### src/rtl/crank_cap_pkg.sv
package crank_cap_pkg;
    typedef enum logic [1:0] {
        ST_IDLE = 2'd0,
        ST_ARM  = 2'd1,
        ST_RUN  = 2'd2
    } cap_state_e;
endpackage

### src/rtl/crank_angle_tracker.sv
module crank_angle_tracker #(
    parameter  int CYCLE_POS = 720,
    localparam int AW        = $clog2(CYCLE_POS)
) (
    input  logic          clk,
    input  logic          rst_n,
    input  logic          enc_a_i,
    input  logic          enc_z_i,
    output logic [AW-1:0] angle_o
);
    localparam logic [AW-1:0] LAST = AW'(CYCLE_POS - 1);

    typedef struct packed {
        logic          a_prev;
        logic          z_prev;
        logic          second_rev;
        logic [AW-1:0] angle;
    } trk_t;

    trk_t trk_d, trk_q;
    logic a_rise, z_rise;

    always_comb begin
        trk_d        = trk_q;
        trk_d.a_prev = enc_a_i;
        trk_d.z_prev = enc_z_i;
        a_rise       = enc_a_i & ~trk_q.a_prev;
        z_rise       = enc_z_i & ~trk_q.z_prev;
        if (z_rise) begin
            trk_d.second_rev = ~trk_q.second_rev;
        end
        if (z_rise && trk_q.second_rev) begin
            // Z edge that opens the first revolution re-anchors the index
            trk_d.angle = '0;
        end else if (a_rise) begin
            trk_d.angle = (trk_q.angle == LAST) ? '0 : trk_q.angle + AW'(1);
        end
    end

    always_ff @(posedge clk) begin
        if (!rst_n) begin
            trk_q            <= '0;
            trk_q.second_rev <= 1'b1;
        end else begin
            trk_q <= trk_d;
        end
    end

    assign angle_o = trk_q.angle;
endmodule

### src/rtl/sample_holder.sv
module sample_holder #(
    parameter int SAMPLE_W = 16
) (
    input  logic                clk,
    input  logic                rst_n,
    input  logic                valid_i,
    input  logic [SAMPLE_W-1:0] data_i,
    output logic [SAMPLE_W-1:0] held_o
);
    logic [SAMPLE_W-1:0] held_d, held_q;

    always_comb begin
        held_d = held_q;
        if (valid_i) held_d = data_i;
    end

    always_ff @(posedge clk) begin
        if (!rst_n) held_q <= '0;
        else        held_q <= held_d;
    end

    assign held_o = held_q;
endmodule

### src/rtl/capture_ctrl.sv
module capture_ctrl
    import crank_cap_pkg::*;
#(
    parameter  int CYCLE_POS = 720,
    parameter  int SAMPLE_W  = 16,
    parameter  int WORD_W    = 32,
    parameter  int ANGLE_LSB = 16,
    parameter  int CYC_W     = 8,
    localparam int AW        = $clog2(CYCLE_POS)
) (
    input  logic                clk,
    input  logic                rst_n,
    input  logic [AW-1:0]       angle_i,
    input  logic [SAMPLE_W-1:0] sample_i,
    input  logic                start_i,
    input  logic [CYC_W-1:0]    n_cycles_i,
    input  logic                fifo_full_i,
    output logic                wr_en_o,
    output logic [WORD_W-1:0]   wr_data_o,
    output logic                busy_o,
    output logic                overflow_o
);
    localparam logic [AW-1:0] LAST = AW'(CYCLE_POS - 1);

    typedef struct packed {
        cap_state_e         state;
        logic [AW-1:0]      angle_prev;
        logic [CYC_W-1:0]   cyc_left;
        logic               wr_en;
        logic [WORD_W-1:0]  wr_data;
        logic               ovf;
    } ctl_t;

    ctl_t ctl_d, ctl_q;
    logic changed, emit;
    logic [WORD_W-1:0] word;

    always_comb begin
        word = '0;
        word[SAMPLE_W-1:0]     = sample_i;
        word[ANGLE_LSB +: AW]  = angle_i;
    end

    always_comb begin
        ctl_d            = ctl_q;
        ctl_d.angle_prev = angle_i;
        ctl_d.wr_en      = 1'b0;
        changed          = (angle_i != ctl_q.angle_prev);
        emit             = 1'b0;

        unique case (ctl_q.state)
            ST_IDLE: begin
                if (start_i && (n_cycles_i != '0)) begin
                    ctl_d.state    = ST_ARM;
                    ctl_d.cyc_left = n_cycles_i;
                    ctl_d.ovf      = 1'b0;
                end
            end
            ST_ARM: begin
                if (changed && (angle_i == '0)) begin
                    emit        = 1'b1;
                    ctl_d.state = ST_RUN;
                end
            end
            ST_RUN: begin
                if (changed) begin
                    emit = 1'b1;
                    if (angle_i == LAST) begin
                        if (ctl_q.cyc_left == CYC_W'(1)) ctl_d.state = ST_IDLE;
                        ctl_d.cyc_left = ctl_q.cyc_left - CYC_W'(1);
                    end
                end
            end
            default: ctl_d.state = ST_IDLE;
        endcase

        if (emit) begin
            if (fifo_full_i) begin
                ctl_d.ovf = 1'b1;
            end else begin
                ctl_d.wr_en   = 1'b1;
                ctl_d.wr_data = word;
            end
        end
    end

    always_ff @(posedge clk) begin
        if (!rst_n) ctl_q <= '0;
        else        ctl_q <= ctl_d;
    end

    assign wr_en_o    = ctl_q.wr_en;
    assign wr_data_o  = ctl_q.wr_data;
    assign busy_o     = (ctl_q.state != ST_IDLE);
    assign overflow_o = ctl_q.ovf;
endmodule

### src/rtl/crank_capture.sv
module crank_capture #(
    parameter  int CYCLE_POS = 720,
    parameter  int SAMPLE_W  = 16,
    parameter  int WORD_W    = 32,
    parameter  int ANGLE_LSB = 16,
    parameter  int CYC_W     = 8,
    localparam int AW        = $clog2(CYCLE_POS)
) (
    input  logic                clk,
    input  logic                rst_n,
    input  logic                enc_a_i,
    input  logic                enc_z_i,
    input  logic                sample_valid_i,
    input  logic [SAMPLE_W-1:0] sample_i,
    input  logic                start_i,
    input  logic [CYC_W-1:0]    n_cycles_i,
    input  logic                fifo_full_i,
    output logic                fifo_wr_en_o,
    output logic [WORD_W-1:0]   fifo_wr_data_o,
    output logic                busy_o,
    output logic                overflow_o
);
    logic [AW-1:0]       angle;
    logic [SAMPLE_W-1:0] held;

    crank_angle_tracker #(.CYCLE_POS(CYCLE_POS)) u_trk (
        .clk     (clk),
        .rst_n   (rst_n),
        .enc_a_i (enc_a_i),
        .enc_z_i (enc_z_i),
        .angle_o (angle)
    );

    sample_holder #(.SAMPLE_W(SAMPLE_W)) u_hold (
        .clk     (clk),
        .rst_n   (rst_n),
        .valid_i (sample_valid_i),
        .data_i  (sample_i),
        .held_o  (held)
    );

    capture_ctrl #(
        .CYCLE_POS (CYCLE_POS),
        .SAMPLE_W  (SAMPLE_W),
        .WORD_W    (WORD_W),
        .ANGLE_LSB (ANGLE_LSB),
        .CYC_W     (CYC_W)
    ) u_ctl (
        .clk         (clk),
        .rst_n       (rst_n),
        .angle_i     (angle),
        .sample_i    (held),
        .start_i     (start_i),
        .n_cycles_i  (n_cycles_i),
        .fifo_full_i (fifo_full_i),
        .wr_en_o     (fifo_wr_en_o),
        .wr_data_o   (fifo_wr_data_o),
        .busy_o      (busy_o),
        .overflow_o  (overflow_o)
    );
endmodule

### config.mk
export PLATFORM = sky130hd
export DESIGN_NAME = crank_capture
export DESIGN_NICKNAME = d
export VERILOG_FILES = /design/src/rtl/crank_cap_pkg.sv /design/src/rtl/crank_angle_tracker.sv /design/src/rtl/sample_holder.sv /design/src/rtl/capture_ctrl.sv /design/src/rtl/crank_capture.sv
export SDC_FILE = /design/constraint.sdc
export NUM_CORES = 1
export LEC_CHECK = 0
export BUFFER_PORTS_ARGS = -buffer_cell sky130_fd_sc_hd__buf_2
export CAP_MARGIN = 20
export CORE_ASPECT_RATIO = 1.75
export CORE_MARGIN = 4
export CORE_UTILIZATION = 33
export DETAILED_ROUTE_END_ITERATION = 12
export SLEW_MARGIN = 10
export SYNTH_ARGS = -nofsm -noshare
export SYNTH_HDL_FRONTEND = slang
export SYNTH_SLANG_ARGS = --single-unit
### constraint.sdc
create_clock -name clk -period 2.5 [get_ports clk]
set_input_delay 0.375 -clock clk [delete_from_list [all_inputs] [get_ports clk]]
set_output_delay 0.375 -clock clk [all_outputs]
set_load 0.02 [all_outputs]
==> flow_summary.rst, run 1 <==
.. list-table::
   :header-rows: 1

   * - Metric
     - Value
   * - Detailed Place HPWL
     - 5.542 mm
   * - Number of global-route vias before repair
     - roughly 2600
   * - Share of final-layout standard cells stronger than drive strength 1
     - a little over a fifth
   * - Final period utilization
     - between 80 and 90%
   * - Delay of the slowest critical-path stage
     - approximately 0.44 ns
   * - Total wire length
     - approximately 7.5 mm
   * - Number of flip-flops and latches in the synthesized netlist
     - 77
   * - Count of inserted antenna diode cells
     - 0
   * - Final setup fails
     - 0
   * - Leakage component of the power
     - 1.696 nW
   * - Buffer count from post-CTS setup fixing
     - 0
   * - Number of slew-limit violations in the final report
     - 0
   * - Worst VDD drop
     - around 450 µV
   * - Final cell area excluding filler cells
     - 4066 µm²
   * - Category of the worst setup path capture point
     - register
   * - Most frequent cells after synthesis
     - sky130_fd_sc_hd__dfxtp_1, sky130_fd_sc_hd__nand2_1, sky130_fd_sc_hd__buf_4
   * - Number of cells upsized or downsized after cts
     - 0
   * - Proportion of synthesized area in mux cells
     - 5.074%
   * - Number of clock sinks seen by CTS
     - 77
   * - Hold Slack
     - between 0.2 and 0.3 ns
   * - Kind of start point of the critical path
     - register
   * - CTS buffer count
     - 9
   * - Post-synthesis cell type with the largest combined area
     - sky130_fd_sc_hd__dfxtp_1
   * - Signed area change from the synthesized netlist to the final layout
     - 14.52%
   * - Post-synthesis async set-or-reset flop share
     - 0%
   * - Maximum number of buffers from clock root to sink
     - 2
   * - Instance area at placement
     - 3767 µm²
   * - Netlist Area Pre-Place
     - about 3600 µm²
   * - Die width
     - just under 90 µm
   * - Cell chain of the critical path
     - ha_1 -> and4_1 -> nand4_1 -> or2_4 -> a221oi_2 -> mux2i_1
   * - Hold/Removal Path Class
     - in -> reg
   * - Number of placed I/O pins
     - 66
   * - Die Area
     - roughly 13000 µm²
   * - Post-route antenna net violation count
     - 0
   * - Synth Area in Compound Gates
     - under 10%
   * - CTS H-tree lvls
     - 3
   * - Core region area
     - 10420 µm²
   * - Via/cell ratio
     - between 4 and 5
   * - Post-synthesis share of cell area spent on full adders, half adders and majority gates
     - ~2.8%
   * - CTS root buffer
     - sky130_fd_sc_hd__clkbuf_16
   * - Initial DRC Count
     - ~210
   * - Simple-gate share of the synthesized area
     - between 20% and 30%
   * - Standard-cell row count
     - between 40 and 50
   * - Share of synthesized area occupied by flip-flops and latches
     - 43.41%
   * - Post-synthesis area per instance
     - 8.990 µm²
   * - Clock latency on the worst-skew pair
     - ~0.34 ns
   * - Tmin final
     - approximately 2.1 ns
   * - Number of DRC violations after detailed routing
     - 0
   * - First-pass GRT wire length
     - roughly 12 mm
   * - Proportion of netlist area held by the largest area contributor
     - roughly 43%
   * - Syn. warnings
     - 0
   * - Total power consumption of the routed design
     - between 3 and 4 mW
   * - Max FO, Critical Path
     - 6
   * - Top_reg_cell synth
     - sky130_fd_sc_hd__dfxtp_1
   * - Total Nets Final
     - about 460
   * - Total Routing Usage GR
     - 12.33%
   * - Routability Congestion
     - between 0.8 and 0.9
   * - Final-layout fill cell count
     - between 1000 and 1500
   * - Die height
     - ~150 µm
   * - Run status
     - complete, no violations
   * - Detailed-route via count
     - roughly 2600
   * - Largest net degree at the start of global routing
     - 56
   * - Clock slew at the register clock pins of the worst setup and hold paths
     - about 0.070 ns
   * - Data arrival time of the critical path
     - ~2.4 ns
   * - Antenna violations before repair
     - 0
   * - Top-count cell post-synth
     - sky130_fd_sc_hd__dfxtp_1
   * - CTS tree
     - built
   * - Grt ovf
     - 0
   * - Setup repair after global routing missed its margin
     - no
   * - Register area
     - around 1500 µm²
   * - Initial core utilization
     - around 34%
   * - Worst Max-Slew Pin Slew
     - a little over 0.6 ns
   * - Max-cap violations
     - 0
   * - Maximum frequency from static timing analysis
     - between 0.4 and 0.5 GHz
   * - Count of mapped cells out of synthesis
     - between 300 and 400
   * - Count of cell types in the netlist
     - 46
   * - Setup Skew
     - about 0.0073 ns
   * - Wirelength per Cell
     - around 13 µm
   * - Post-CTS Hold Buffers
     - 0
   * - Standard cell with the maximum stage delay on the critical path
     - sky130_fd_sc_hd__dfxtp_1
   * - Area of the multi-input gates
     - 1645 µm²
   * - Setup TNS
     - 0 ns
   * - Cell types occupying the most area after synthesis
     - sky130_fd_sc_hd__dfxtp_1, sky130_fd_sc_hd__buf_4, sky130_fd_sc_hd__nand2_1, sky130_fd_sc_hd__mux2i_1, sky130_fd_sc_hd__o21ai_0
   * - Max transition margin
     - roughly 60%
   * - Number of enable-type register cells in the synthesized netlist
     - 0
   * - Combinational family with the most area after synthesis
     - simple AND/OR/NAND/NOR gates
   * - Count of input and output buffers
     - 59
   * - Xor and xnor fraction of the mapped netlist area
     - roughly 4.9%
   * - Final number of hold-violating endpoints
     - 0
   * - Crit path required time
     - 2.76 ns
   * - Category of the most critical setup path
     - reg -> reg
   * - Power density of the placed cells
     - between 700 and 800 nW/µm²
   * - First-pass iteration count of the detailed router
     - 4
logic make-up (layout without fill, tap and decap cells):
| group | after synthesis | count (layout) |
|---|---|---|
| and+or+nand+nor | 153 | 153 |
| muxes | 18 | 18 |
| buffers and inverters | 65 | 95 |
| xor gates and xnor gates | 20 | 20 |
| AOI/OAI and AO/OA | 53 | 53 |
| other | 1 | 6 |
| DFF | 77 | 77 |
| adders and majority gates | 8 | 8 |
power by group:
group | switching, mW | leakage, nW | internal (mW)
Combinational | 0.333 | 0.922 | 0.237
Sequential | 0.0529 | 0.626 | 1.30
Clock | 0.588 | 0.148 | 0.709
metrics by stage:
stage / setup slack (ns) / util, % / instances
after floorplan: 0.6122 / - / 400
after global placement: 0.3858 / 36.15 / 541
after detailed placement: 0.3619 / 36.15 / 541
after CTS: 0.3769 / 39.02 / 557
after global routing: 0.2303 / 39.02 / 557
final: 0.3806 / 39.02 / 557
area by class of cell:
cell class                      instances  share of cell area (%)
Sequential cell                        77                   37.91
Clock inverter                          7                   1.815
Inverter                               13                   1.200
Multi-Input combinational cell        258                   40.46
Timing Repair Buffer                   66                   9.169
Clock buffer                            9                   5.538
Tap cell                              127                   3.908
sequential cells by signal, summed over array words and instances, names as in the netlist:
name	count
u_ctl.overflow_o	1
u_ctl.wr_data_o	26
u_ctl.wr_en_o	1
u_trk.angle_o	10
u_ctl.ctl_q	20
u_hold.held_o	16
u_trk.trk_q	3
final timing paths:
check / from / to / slack [ns] / cells past startpoint
max reg2reg: u_trk.angle_o[0] / u_ctl.ctl_q[52] / 0.38 / 6
max: u_trk.angle_o[0] / u_ctl.ctl_q[52] / 0.38 / 6
min reg2reg: u_ctl.wr_data_o[19] / u_ctl.wr_data_o[19] / 0.45 / 2
min: enc_a_i / u_trk.trk_q[12] / 0.25 / 2
metal layers:
metal / wire length, µm / track usage (%) / vias up
li1: - / - / 1347
met1: 2909 / 12.88 / 1224
met2: 4141 / 21.78 / 45
met3: 231 / 3.120 / 11
met4: 195 / 6.864 / 0
met5: 0 / 0 / -
cells in the final DEF (no fill, tap or decap), drive strengths merged:
| cell | count |
|---|---|
| and2 | 13 |
| xor2 | 9 |
| conb | 6 |
| nand4b | 2 |
| a22o | 1 |
| nand2b | 2 |
| inv | 19 |
| a21oi | 4 |
| a32oi | 1 |
| dfxtp | 77 |
| nor4 | 3 |
| and3 | 1 |
| nor2b | 20 |
| clkinv | 1 |
| buf | 66 |
| nand4 | 6 |
| or4 | 2 |
| o31ai | 1 |
| or2 | 1 |
| nor4b | 1 |
| o211ai | 1 |
| clkbuf | 9 |
| nand3 | 24 |
| o21a | 1 |
| nor2 | 17 |
| o22ai | 2 |
| o31a | 1 |
| o21ai | 31 |
| nor3 | 4 |
| a222oi | 1 |
| and4 | 2 |
| xnor2 | 11 |
| a41oi | 1 |
| a32o | 6 |
| a21boi | 1 |
| mux2i | 18 |
| nand3b | 2 |
| nand2 | 53 |
| a221oi | 1 |
| ha | 8 |
worst max-delay path: cells and delay by family, from the launching register on:
kind	cells	cell delay, ns
simple gates	3	0.79
flops	1	0.44
compound gates	1	0.32
fa+ha+maj	1	0.25
mux	1	0.24
Note: power is estimated with default switching activity, not from simulation.
==> run 2: changes to the inputs <==
==> constraint.sdc (replaced) <==
create_clock -name clk -period 1.8 [get_ports clk]
set_input_delay 0.27 -clock clk [delete_from_list [all_inputs] [get_ports clk]]
set_output_delay 0.27 -clock clk [all_outputs]
set_load 0.02 [all_outputs]
==> flow_summary.rst, run 2 (synthesis gave the netlist of run 1 again) <==
.. list-table::
   :header-rows: 1

   * - Metric
     - Value
   * - Met2 routed WL
     - approximately 4.9 mm
   * - Final cell area excluding filler cells
     - roughly 4600 µm²
   * - Clock slew at the register clock pins of the worst setup and hold paths
     - approximately 0.06 ns
   * - CTS buffer count
     - 9
   * - Final number of hold-violating endpoints
     - 0
   * - Share of final-layout standard cells stronger than drive strength 1
     - between 30% and 40%
   * - Flip-flop count of the largest register after layout
     - 26
   * - Post-route antenna net violation count
     - 0
   * - Worst Max-Slew Pin Slew
     - around 0.51 ns
   * - Count of input and output buffers
     - roughly 60
   * - Number of placed I/O pins
     - 66
   * - Kind of start point of the critical path
     - register
   * - First-pass GRT wire length
     - approximately 13 mm
   * - Largest net degree at the start of global routing
     - 56
   * - Worst setup slack before clock tree synthesis
     - -0.1970 ns
   * - Number of global-route vias before repair
     - approximately 2700
   * - Run status
     - finished with violations
   * - Final setup fails
     - 23
   * - Tmin final
     - about 1.9 ns
   * - Post-CTS Hold Buffers
     - 0
   * - Max FO, Critical Path
     - 6
   * - Hold/Removal Path Class
     - in -> reg
   * - Die width
     - just under 90 µm
   * - Clock latency on the worst-skew pair
     - 0.34 ns
   * - Grt ovf
     - 0
   * - CTS H-tree lvls
     - 3
   * - Worst VDD drop
     - about 500 µV
   * - Routability Congestion
     - about 0.85
   * - Max-cap violations
     - 0
   * - Instance area at placement
     - roughly 4000 µm²
   * - Top library cells by usage in the layout, fill and taps aside
     - sky130_fd_sc_hd__dfxtp_1, sky130_fd_sc_hd__buf_2, sky130_fd_sc_hd__nand2_1
   * - Crit-path leading delay family
     - buffers and inverters
   * - Top Metal Used
     - met4
   * - Max transition margin
     - between 60% and 70%
   * - CTS tree
     - built
   * - Amount of wire on met3 after detailed routing
     - 285 µm
   * - Delay of the slowest critical-path stage
     - 0.36 ns
   * - Standard cell with the maximum stage delay on the critical path
     - sky130_fd_sc_hd__dfxtp_4
   * - Category of the most critical setup path
     - reg -> reg
   * - Standard-cell row count
     - 49
   * - Initial core utilization
     - approximately a third
   * - Total wire length
     - ~8.5 mm
   * - Setup Skew
     - around 0.0070 ns
   * - Number of slew-limit violations in the final report
     - 0
   * - Category of the worst setup path capture point
     - register
   * - Violations in the final reports
     - setup timing
   * - Detailed-route via count
     - 2820
   * - Wirelength per Cell
     - 14.52 µm
   * - Via/cell ratio
     - 4.796
   * - Setup TNS
     - -0.3867 ns
   * - Number of clock sinks seen by CTS
     - 77
   * - Initial DRC Count
     - 108
   * - Count of inserted antenna diode cells
     - 0
   * - Maximum number of buffers from clock root to sink
     - 2
   * - Cell chain of the critical path
     - buf_12 -> xnor2_2 -> nand4_1 -> nor4_4 -> buf_12 -> buf_4 -> nor3_2 -> buf_4 -> nand4b_1 -> a32o_1
   * - Setup repair after global routing missed its margin
     - yes
   * - Signed area change from the synthesized netlist to the final layout
     - 30.16%
   * - Hold Slack
     - ~0.14 ns
   * - Final setup slack of the worst path
     - -0.06556 ns
   * - Die height
     - about 150 µm
   * - Antenna violations before repair
     - 0
   * - Crit path required time
     - around 2.0 ns
   * - Total Nets Final
     - a little under 500
   * - CP Buf/Inv Count
     - 4
   * - Leakage component of the power
     - between 1.5 and 2 nW
   * - Detailed Place HPWL
     - a little under 6 mm
   * - Number of DRC violations after detailed routing
     - 0
   * - CTS root buffer
     - sky130_fd_sc_hd__clkbuf_16
   * - Total power consumption of the routed design
     - about 4.7 mW
   * - Die Area
     - approximately 13000 µm²
   * - Most common library cell in the layout ignoring fill and taps
     - sky130_fd_sc_hd__dfxtp_1
   * - First-pass iteration count of the detailed router
     - 5
   * - Total Routing Usage GR
     - between 10% and 20%
   * - Final period utilization
     - 103.6%
   * - Power density of the placed cells
     - 1011 nW/µm²
   * - Met1 Routed Length
     - ~3.2 mm
   * - Core region area
     - 10420 µm²
   * - Maximum frequency from static timing analysis
     - 0.5360 GHz
   * - Data arrival time of the critical path
     - 2.09 ns
run 2: cell types whose count changed in the layout (fill, tap and decap cells not counted), sizes merged:
| cell | previous run | this run |
|---|---|---|
| inv | 19 | 14 |
| buf | 66 | 96 |
| clkbuf | 9 | 11 |
| bufinv | 0 | 1 |
| clkinv | 1 | 2 |
| clkinvlp | 0 | 2 |
run 2: timing repair:
item	4_1_cts	5_1_grt
endpoints found under the setup margin	47	36
resized for setup	14	61
pin swaps	5	12
gates cloned	0	3
setup buffers	3	3
run 2: layout make-up:
type	count	area [µm²]
Clock inverter	6	71.32
Tap cell	127	158.9
Inverter	13	48.80
Clock buffer	10	239.0
Timing Repair Buffer	97	675.6
Multi-Input combinational cell	258	1863
Fill cell	1024	5801
Sequential cell	77	1565
run 2: path summary, 6_finish.rpt:
path                      start                  to  slack, ns  cells past startpoint
min reg2reg  u_ctl.wr_data_o[5]  u_ctl.wr_data_o[5]       0.44                      2
max reg2reg    u_trk.angle_o[2]     u_ctl.ctl_q[40]      -0.07                     10
min                     enc_z_i     u_trk.trk_q[11]       0.14                      2
max            u_trk.angle_o[2]     u_ctl.ctl_q[40]      -0.07                     10
run 2: power by group:
group / internal (mW) / total, mW / switching (mW) / leakage (nW)
sequential: 1.79 / 1.87 / 0.0745 / 0.632
combinational: 0.433 / 0.951 / 0.517 / 1.16
clock: 1.12 / 1.86 / 0.736 / 0.145
total: 3.35 / 4.67 / 1.33 / 1.94
run 2: per-stage QoR:
stage               instances  utilization (%)
finish                    588            44.35
global placement          563            38.30
floorplan                 400                -
global route              588            44.35
CTS                       582            42.10
detailed placement        563            38.30
run 2: per-layer routing:
layer  up-vias  track usage, %
li1       1421               -
met1      1332           13.94
met2        52           24.08
met3        15           3.006
met4         0           6.318
met5         -               0
